[config.mk]
export PLATFORM = sky130hd
export DESIGN_NAME = io_window_decoder
export DESIGN_NICKNAME = d
export VERILOG_FILES = /design/src/rtl/io_dec_pkg.sv /design/src/rtl/rst_release_sync.sv /design/src/rtl/port_window_dec.sv /design/src/rtl/strobe_edge_sync.sv /design/src/rtl/led_flop.sv /design/src/rtl/io_window_decoder.sv
export SDC_FILE = /design/constraint.sdc
export NUM_CORES = 1
export LEC_CHECK = 0
export BUFFER_PORTS_ARGS = -buffer_cell sky130_fd_sc_hd__buf_2
export CAP_MARGIN = 25
export CORE_AREA = 4 4 41 43
export CTS_CLUSTER_DIAMETER = 200
export CTS_CLUSTER_SIZE = 10
export DETAILED_ROUTE_END_ITERATION = 16
export DIE_AREA = 0 0 45 47
export GPL_TIMING_DRIVEN = 0
export PLACE_DENSITY = 0.58
export SKIP_CTS_REPAIR_TIMING = 1
export SLEW_MARGIN = 20
export SYNTH_ARGS = -nofsm -noshare
export SYNTH_HDL_FRONTEND = slang
export SYNTH_HIERARCHICAL = 1
export SYNTH_SLANG_ARGS = --single-unit
[constraint.sdc]
create_clock -name clk -period 1.5 [get_ports clk]
set_clock_uncertainty 0.1 [all_clocks]
set_input_delay 0.225 -clock clk [delete_from_list [all_inputs] [get_ports clk]]
set_output_delay 0.225 -clock clk [all_outputs]
set_load 0.1 [all_outputs]
[src/rtl/io_dec_pkg.sv]
package io_dec_pkg;
  localparam int unsigned IO_ADDR_W   = 10;
  localparam int unsigned IO_NUM_SEL  = 8;
  localparam int unsigned IO_GROUP_W  = 3;
  localparam logic [IO_ADDR_W-1:0] IO_WINDOW_BASE = 10'h280;
  localparam int unsigned IO_SYNC_STAGES = 2;
  localparam int unsigned IO_SET_SEL  = 0;
  localparam int unsigned IO_CLR_SEL  = 1;
endpackage

[src/rtl/rst_release_sync.sv]
module rst_release_sync #(
  parameter int unsigned STAGES = 2
) (
  input  logic clk,
  input  logic rst_n,
  output logic rst_sync_n
);
  logic [STAGES-1:0] chain_q;
  logic [STAGES-1:0] chain_d;

  always_comb begin
    chain_d[0] = 1'b1;
    for (int i = 1; i < STAGES; i++) chain_d[i] = chain_q[i-1];
  end

  always_ff @(posedge clk or negedge rst_n) begin
    if (!rst_n) chain_q <= '0;
    else        chain_q <= chain_d;
  end

  assign rst_sync_n = chain_q[STAGES-1];
endmodule

[src/rtl/port_window_dec.sv]
module port_window_dec #(
  parameter int unsigned ADDR_W  = 10,
  parameter int unsigned NUM_SEL = 8,
  parameter int unsigned GROUP_W = 3,
  parameter logic [ADDR_W-1:0] BASE = 10'h280
) (
  input  logic [ADDR_W-1:0]  addr,
  input  logic               rd_n,
  input  logic               wr_n,
  input  logic               aen,
  input  logic               enable,
  output logic [NUM_SEL-1:0] sel_n
);
  localparam int unsigned SEL_W = $clog2(NUM_SEL);
  localparam int unsigned TAG_LO = GROUP_W + SEL_W;

  logic bus_cycle;
  logic tag_match;
  logic hit;

  always_comb begin
    bus_cycle = !(rd_n && wr_n);
    tag_match = (addr[ADDR_W-1:TAG_LO] == BASE[ADDR_W-1:TAG_LO]);
    hit       = enable && bus_cycle && !aen && tag_match;
  end

  for (genvar k = 0; k < NUM_SEL; k++) begin : g_sel
    assign sel_n[k] = !(hit && (addr[TAG_LO-1:GROUP_W] == SEL_W'(k)));
  end
endmodule

[src/rtl/strobe_edge_sync.sv]
module strobe_edge_sync #(
  parameter int unsigned STAGES = 2
) (
  input  logic clk,
  input  logic rst_n,
  input  logic strobe_n,
  output logic release_pulse
);
  logic [STAGES-1:0] sync_q;
  logic [STAGES-1:0] sync_d;
  logic              last_q;
  logic              last_d;

  always_comb begin
    sync_d[0] = strobe_n;
    for (int i = 1; i < STAGES; i++) sync_d[i] = sync_q[i-1];
    last_d = sync_q[STAGES-1];
  end

  always_ff @(posedge clk or negedge rst_n) begin
    if (!rst_n) begin
      sync_q <= '1;
      last_q <= 1'b1;
    end else begin
      sync_q <= sync_d;
      last_q <= last_d;
    end
  end

  assign release_pulse = sync_q[STAGES-1] && !last_q;
endmodule

[src/rtl/led_flop.sv]
module led_flop (
  input  logic clk,
  input  logic clr_n,
  input  logic set_en,
  output logic led
);
  logic led_q;
  logic led_d;

  always_comb led_d = 1'b1;

  always_ff @(posedge clk or negedge clr_n) begin
    if (!clr_n)      led_q <= 1'b0;
    else if (set_en) led_q <= led_d;
  end

  assign led = led_q;
endmodule

[src/rtl/io_window_decoder.sv]
module io_window_decoder
  import io_dec_pkg::*;
#(
  parameter int unsigned ADDR_W      = IO_ADDR_W,
  parameter int unsigned NUM_SEL     = IO_NUM_SEL,
  parameter int unsigned GROUP_W     = IO_GROUP_W,
  parameter logic [ADDR_W-1:0] BASE  = IO_WINDOW_BASE,
  parameter int unsigned SYNC_STAGES = IO_SYNC_STAGES,
  parameter int unsigned SET_SEL     = IO_SET_SEL,
  parameter int unsigned CLR_SEL     = IO_CLR_SEL
) (
  input  logic               clk,
  input  logic               rst_n,
  input  logic [ADDR_W-1:0]  addr,
  input  logic               rd_n,
  input  logic               wr_n,
  input  logic               aen,
  output logic [NUM_SEL-1:0] sel_n,
  output logic               led
);
  logic rst_sync_n;
  logic set_pulse;
  logic led_clr_n;

  rst_release_sync #(.STAGES(2)) u_rst (
    .clk        (clk),
    .rst_n      (rst_n),
    .rst_sync_n (rst_sync_n)
  );

  port_window_dec #(
    .ADDR_W  (ADDR_W),
    .NUM_SEL (NUM_SEL),
    .GROUP_W (GROUP_W),
    .BASE    (BASE)
  ) u_dec (
    .addr   (addr),
    .rd_n   (rd_n),
    .wr_n   (wr_n),
    .aen    (aen),
    .enable (rst_sync_n),
    .sel_n  (sel_n)
  );

  strobe_edge_sync #(.STAGES(SYNC_STAGES)) u_edge (
    .clk           (clk),
    .rst_n         (rst_sync_n),
    .strobe_n      (sel_n[SET_SEL]),
    .release_pulse (set_pulse)
  );

  assign led_clr_n = rst_sync_n && sel_n[CLR_SEL];

  led_flop u_led (
    .clk    (clk),
    .clr_n  (led_clr_n),
    .set_en (set_pulse),
    .led    (led)
  );
endmodule

# Yosys cells after proc, flatten, opt, wreduce, memory -nomap -nowiden
# Index checks and enable logic that the tools add are counted.
# word_totals
ff_bits	6
input_bits	15
# classes
eq_ne	8
n_reduce_logical	26
# op_table
operator	n
logical AND 1 bit	14
== test 3 bit (second input constant)	4
zero test 1 bit	11
== test 3 x 2 -> 1 bit (second input constant)	2
== test 4 bit (second input constant)	1
== test 3 x 1 -> 1 bit (second input constant)	1
zero test 3 bit	1

# Logic depth before layout (Yosys ltp)
# Gate-level depths: netlist of run 1.
# logic_depth
ltp_word	8
depth_mapped	4
ltp_nobuf	3

# By module
# The synthesis of run 1 kept the hierarchy.
# by_module_without_submodules
mod	instances	seq_area_each_um2	area_per_inst_um2	cells_per_inst
port_window_dec	1	0.0	143.9	21
strobe_edge_sync	1	78.8	92.6	4
rst_release_sync	1	50.0	53.8	3
led_flop	1	25.0	31.3	2
io_window_decoder	1	0.0	6.3	1

# Worst setup path before layout of run 1
# OpenSTA, ideal clock, no wires.
# synth_path
path_kind	register to register
startpoint	reg u_rst.chain_q[1]
endpoint	reg u_edge.sync_q[0]
path_slack_ps	-680
required_ps	1007
stages_incl_launch_ff	4
arrival_time_ps	1687
path_buffers	1
period_less_slack_ps	2180
path_cell_list	dfrtp_1 nor2b_1 buf_1 nand4_1
# synth_via
elab_chain_cells	5
# synth_lines
item	line	rtl
from (decl)	rst_release_sync.sv:8	logic [STAGES-1:0] chain_q;
from (signal assigned)	rst_release_sync.sv:18	else chain_q <= chain_d;
logical AND 1 bit (3 in a row)	port_window_dec.sv:24	hit = enable && bus_cycle && !aen && tag_match;
logical AND 1 bit	port_window_dec.sv:28	assign sel_n[k] = !(hit && (addr[TAG_LO-1:GROUP_W] == SEL_W'(k)));
zero test 1 bit	port_window_dec.sv:28	
named net sel_n[0]	io_window_decoder.sv:18	output logic [NUM_SEL-1:0] sel_n,
to (signal assigned)	strobe_edge_sync.sv:25	sync_q <= sync_d;
to (decl)	strobe_edge_sync.sv:9	logic [STAGES-1:0] sync_q;
# The timed path passes the listed nets, and every way through them passes these cells.
# A chain may end at the register's enable or synchronous reset.

# Worst setup path after layout of run 1
# layout_path
startpoint	reg u_rst.chain_q[1]
endpoint	out sel_n[0]
# layout_via
elab_chain_cells	5
# layout_lines
item	line
logical AND 1 bit (3 in a row)	port_window_dec.sv:24
logical AND 1 bit	port_window_dec.sv:28
zero test 1 bit	port_window_dec.sv:28
to (decl)	io_window_decoder.sv:18
# No other way between the ends.

==> results.cfg, run 1 <==
[clock_tree]
cts_max_path_buffers = 2
tritoncts = done
cts_sinks = 6
root_buffer = clkbuf_4
clk_latency_ns = 0.25
cts_made_buffers = 3
htreeDepth = 1
clk_pin_slew_ns = 0.05

[setup_path]
critPathRequiredTime_ns = 1.17
arrival_ns = 1.30
crit_path_start = u_rst/chain_q[1]
r2r_cells = 3
cp-end-kind = output port
r2r_start = u_rst/chain_q[1]
worstSetupPathType = flop to output port
crit_fanout = 8
critPathLaunchType = flop

[floorplanning]
placeableCoreArea_um2 = 1300
die_w_um = 45
die_area_um2 = 2120
start_util_pct = 25.2
num_rows = 13
ios = 24
die_y_um = 47

[route]
dr.first_iter.drc_count = 2
drcViolationCount = 0
firstDrtPassIters = 2
postRouteAntennaNets = 0
wl_per_cell_um = 11.2
vias = 360
drt-total-wl_um = 829
vias_per_cell = 4.86

[hold_path]
hold_path.class = flop to async pin

[layout]
layout.cells.most_common = buf_2
drive_above_1_share_pct = 57.6
final_cell_mix = 12 x buf_2, 8 x buf_6, 8 x nand4_1, 4 x buf_4
stdcell_area_um2 = 581
nFillCells = 143
antenna_cells = 0
nNetsFinal = 75
syn2layout_area_growth_pct = 77.1
fin_util_pct = 44.6

[power_and_ir_drop]
vdd_drop_max_v = 0.000329
power_per_cell_area_nw_per_um2 = 662
leakage_nw = 0.271

[yosys]
avgSynthCellArea_um2 = 10.6
ys_types = 16
synth_warnings = 6
syn-instance-count = 31
ys_seq_area_share_pct = 46.9
synth_area_um2 = 328
syn_nets = 46
ys_ff_latch = 6

[sta]
setup_ws_ns = -0.128
finalHoldViolCount = 0
setup_viol = 8
rsz0062_at_grt = true
min_period_ns = 1.63
min_period_over_period_pct = 109
fmax_mhz = 614
slew_viol_final = 0

[grt]
overflow = 0
grt_pass1_wl_um = 1230
grt_start_max_net_pins = 9
track_usage_pct = 8.27
antenna_found_initial = 0
grt_pass1_vias = 301

[placement]
place_congestion = 0.623
place_ws_ns = -0.101
io_buffers = 20
dpl_cell_area_um2 = 448
hpwl_um = 591

[job]
drv_cap = 0

[outcome]
violations = setup timing
status = complete, but fails checks
-- cell usage after synthesis --
cell type	count	area share, %
nand4_1	8	15
and3b_1	3	8.0
dfrtp_1	3	23
dfstp_2	3	24
nor3b_1	3	6.9
and2_1	1	1.9
and3_1	1	1.9
and4bb_1	1	3.8
buf_1	1	1.1
buf_4	1	2.3
conb_1	1	1.1
nand2_1	1	1.1
nor2b_1	1	1.9
nor2b_4	1	4.2
nor3_1	1	1.5
or2_1	1	1.9
-- registers in the layout, summed over array words and instances, names as in the netlist --
name,flops
u_edge/sync_q,2
u_led/led,1
u_rst/chain_q,2
u_edge/last_q,1
-- layer usage --
| metal | part of all wire (%) | up-vias | global-route usage (%) |
|---|---|---|---|
| met5 | 0 | - | 0 |
| met2 | 52 | 10 | 13.3 |
| li1 | - | 173 | - |
| met4 | 0 | 0 | 1.75 |
| met3 | 9.3 | 0 | 5.75 |
| met1 | 39 | 177 | 9.05 |
-- report_power, final --
part           leakage [nW]  switching [W]  total (W)  internal (W)
Clock                0.0150      0.0000608   0.000162      0.000101
Sequential           0.0626     0.00000205   0.000168      0.000166
Combinational         0.193      0.0000255  0.0000544     0.0000289
-- stage by stage --
stage	power [W]	hold WS [ns]	setup TNS, ns	cells
3_3_place_gp	0.000212	-0.0874	-0.402	66
5_1_grt	0.000408	0.134	-1.18	74
2_1_floorplan	0.000190	-0.171	-3.75	31
4_1_cts	0.000384	-0.358	-2.69	70
3_5_place_dp	0.000214	-0.0874	-0.470	66
6_report	0.000384	0.101	-0.664	74
-- worst max-delay path, stage by stage (launching register included) --
cell	delay (ns)
dfrtp_2	0.42
nor2b_4	0.13
buf_6	0.12
nand4_1	0.13
buf_6	0.24
-- final cells by class --
cell class                 instances  area, um2  area share (%)
multi-input combinational         23        170            29.3
buffer                             2       18.8            3.23
sequential                         6        155            26.7
clock buffer                       4       26.3            4.53
timing repair buffer              24        191            33.0
tap                               15       18.8            3.23
-- cell families after synthesis --
logic type             share of synthesized area, %
AND/OR/NAND/NOR                                48.5
flip-flops                                     46.9
buffers and inverters                          3.43
other                                          1.14
-- worst paths after layout --
kind | endpoint | slack (ns)
setup / recovery | sel_n[0] | -0.13
hold / removal | u_led/led | 0.10
setup reg to reg | u_edge/sync_q[0] | 0.50
hold reg to reg | u_led/led | 0.10
max in group asynchronous | u_led/led | 0.53
min in group clk | u_edge/sync_q[0] | 0.25
(Power assumes the default switching activity.)
==> run 2, diff against run 1 <==
- CTS_BUF_LIST: not set -> sky130_fd_sc_hd__clkbuf_8 sky130_fd_sc_hd__clkbuf_16
==> results.cfg, run 2 (synthesis results as in run 1) <==
[sta]
setup_viol = 8
slew_viol_final = 0
holdWs_ns = 0.0987
fmax_mhz = 625
rsz0062_at_grt = true
finalHoldViolCount = 0
min_period_ns = 1.60
setup_ws_ns = -0.0996
min_period_over_period_pct = 107

[layout]
multi_input_area_um2 = 170
syn2layout_area_growth_pct = 84.0
antenna_cells = 0
fin_util_pct = 46.3
reg_top3 = u_edge/sync_q (2), u_rst/chain_q (2)
drive_above_1_share_pct = 57.6
nNetsFinal = 75
layout.cells.most_common = buf_2
regArea_um2 = 155
nFillCells = 137
final_cell_mix = 12 x buf_2, 8 x nand4_1, 7 x buf_6, 4 x buf_4
stdcell_area_um2 = 603

[grt]
antenna_found_initial = 0
grt_pass1_wl_um = 1240
overflow = 0
track_usage_pct = 8.35
grt_start_max_net_pins = 9
grt_pass1_vias = 299

[floorplanning]
ios = 24
die_y_um = 47
start_util_pct = 25.2
placeableCoreArea_um2 = 1300
num_rows = 13
die_w_um = 45
die_area_um2 = 2120

[hold_path]
hold_path.class = flop to async pin

[route]
drt-total-wl_um = 839
dr_wl_met2_um = 430
firstDrtPassIters = 4
vias_per_cell = 4.78
wl_met1_um = 323
wl_met3_um = 86
postRouteAntennaNets = 0
top_layer = met3
wl_per_cell_um = 11.3
dr.first_iter.drc_count = 2
drcViolationCount = 0
vias = 354

[clock_tree]
htreeDepth = 1
clk_pin_slew_ns = 0.04
cts_max_path_buffers = 2
cts_made_buffers = 3
clk_latency_ns = 0.22
tritoncts = done
root_buffer = clkbuf_8
cts_sinks = 6

[outcome]
violations = setup timing
status = complete, but fails checks

[power_and_ir_drop]
power_per_cell_area_nw_per_um2 = 776
power_w = 0.000468
leakage_nw = 0.284
vdd_drop_max_v = 0.000428

[placement]
hpwl_um = 591
place_ws_ns = -0.101
place_congestion = 0.623
io_buffers = 20
dpl_cell_area_um2 = 448

[setup_path]
cp-end-kind = output port
r2r_cells = 3
crit_fanout = 8
r2r_slack_ns = 0.50
critPathLaunchType = flop
arrival_ns = 1.27
critPathRequiredTime_ns = 1.17
worstSetupPathType = flop to output port

[job]
drv_cap = 0
run 2: where the power goes:
group,switching [W],total [W],internal (W)
Combinational,0.0000255,0.0000545,0.0000290
Clock,0.0000696,0.000245,0.000176
Sequential,0.00000205,0.000168,0.000166
Total,0.0000972,0.000468,0.000371
run 2: worst max-delay path, cell delays in order (launching register included):
cell	delay, ns
dfrtp_2	0.42
nor2b_4	0.13
buf_6	0.12
nand4_1	0.13
buf_6	0.24
run 2: metrics by stage:
stage / setup TNS [ns] / instances
2_1_floorplan: -3.75 / 31
3_3_place_gp: -0.402 / 66
3_5_place_dp: -0.470 / 66
4_1_cts: -2.43 / 70
5_1_grt: -0.893 / 74
6_report: -0.436 / 74
run 2: worst paths after layout:
check                                 start               end
setup / recovery           u_rst/chain_q[1]          sel_n[0]
hold / removal             u_rst/chain_q[1]         u_led/led
setup reg to reg           u_rst/chain_q[1]  u_edge/sync_q[0]
hold reg to reg            u_rst/chain_q[1]         u_led/led
max in group asynchronous  u_rst/chain_q[1]         u_led/led
min in group clk           u_rst/chain_q[0]  u_rst/chain_q[1]
run 2: cell type report:
class	count	area share (%)
Buffer	2	3.11
Clock buffer	3	6.85
Clock inverter	1	0.622
Multi-Input combinational cell	23	28.2
Timing Repair Buffer	24	32.4
Tap cell	15	3.11
Sequential cell	6	25.7
run 2: layer usage:
metal | up-vias | GRT usage, %
li1 | 172 | -
met1 | 171 | 9.51
met2 | 11 | 13.0
met3 | 0 | 5.75
met4 | 0 | 1.75
met5 | - | 0
==> run 3, diff against run 2 <==
- PLACE_DENSITY: 0.58 -> 0.54
==> results.cfg, run 3 (synthesis results as in run 1) <==
[outcome]
status = complete, but fails checks
violations = setup timing

[route]
top_layer = met4
wl_per_cell_um = 12.8
wl_met1_um = 363
drt-total-wl_um = 945
dr_wl_met2_um = 439
drcViolationCount = 0
postRouteAntennaNets = 0
firstDrtPassIters = 2
wl_met3_um = 134
dr.first_iter.drc_count = 4
vias = 340
vias_per_cell = 4.59

[grt]
antenna_found_initial = 0
overflow = 0
grt_start_max_net_pins = 9
grt_pass1_vias = 278
track_usage_pct = 8.44
grt_pass1_wl_um = 1200

[sta]
setup_ws_ns = -0.103
min_period_ns = 1.60
setup_viol = 8
fmax_mhz = 624
finalHoldViolCount = 0
min_period_over_period_pct = 107
rsz0062_at_grt = true
holdWs_ns = 0.0848
tns_ns = -0.338
slew_viol_final = 0

[layout]
layout.cells.most_common = buf_2
reg_top3 = u_edge/sync_q (2), u_rst/chain_q (2)
fin_util_pct = 48.1
nNetsFinal = 75
drive_above_1_share_pct = 57.6
fin_cells = 74
regArea_um2 = 155
nFillCells = 138
antenna_cells = 0
final_cell_mix = 12 x buf_2, 8 x nand4_1, 7 x buf_8, 4 x buf_4
syn2layout_area_growth_pct = 90.8
multi_input_area_um2 = 170

[floorplanning]
num_rows = 13
ios = 24
die_w_um = 45
die_area_um2 = 2120
die_y_um = 47
start_util_pct = 25.2
placeableCoreArea_um2 = 1300

[clock_tree]
htreeDepth = 1
cts_made_buffers = 3
clk_pin_slew_ns = 0.04
cts_sinks = 6
cts_max_path_buffers = 2
tritoncts = done
root_buffer = clkbuf_8
clk_latency_ns = 0.22

[power_and_ir_drop]
leakage_nw = 0.294
power_w = 0.000464
vdd_drop_max_v = 0.000315
power_per_cell_area_nw_per_um2 = 742

[setup_path]
worstSetupPathType = flop to output port
r2r_start = u_rst/chain_q[1]
crit_chain = nor2b_4, buf_6, nand4_1, buf_12
crit_path_top_delay_cell = dfrtp_2
r2r_end = u_edge/sync_q[0]
critPathLaunchType = flop
cp-end-kind = output port
arrival_ns = 1.28
critPathRequiredTime_ns = 1.17
max_stage_delay_ns = 0.37
crit_fanout = 8
r2r_cells = 4
r2r_slack_ns = 0.36

[placement]
hpwl_um = 598
io_buffers = 20
placed_cells = 66
place_congestion = 0.647

[job]
drv_cap = 0

[hold_path]
hold_path.class = flop to async pin
run 3: how the worst max path moves through the flow:
stage	from	endpoint
3_3_place_gp	u_rst/chain_q[1]	sel_n[0]
6_report	u_rst/chain_q[1]	sel_n[1]
4_1_cts	u_rst/chain_q[1]	sel_n[0]
2_1_floorplan	u_rst/chain_q[1]	u_edge/sync_q[0]
3_5_place_dp	u_rst/chain_q[1]	sel_n[0]
5_1_grt	u_rst/chain_q[1]	sel_n[1]
run 3: routing by layer:
layer  vias to the layer above  global-route usage, %
met2                        19                   9.04
met5                         -                      0
li1                        173                      -
met1                       146                   12.3
met3                         2                   2.30
met4                         0                   8.77
run 3: cell type report:
type	instances	area share, %
multi-input cells	23	27.2
repair buffers	24	34.8
clock buffers	3	6.60
well taps	15	3.00
clock inverters	1	0.600
plain buffers	2	3.00
flip-flops and latches	6	24.8
run 3: worst max-delay path: cells and delay by family (launching register included):
kind          cells  cell delay (ns)
flops             1             0.37
buf+inv           2             0.35
simple gates      2             0.33
run 3: power by group:
part           switching (W)  internal (W)
combinational      0.0000266     0.0000292
sequential        0.00000193      0.000166
clock              0.0000650      0.000175
run 3: stage by stage:
step | setup slack [ns] | cell area [um2]
6_report | -0.103 | 626
5_1_grt | -0.161 | 626
4_1_cts | -0.364 | 493
3_5_place_dp | -0.121 | 448
3_3_place_gp | -0.119 | 448
2_1_floorplan | -0.592 | 329
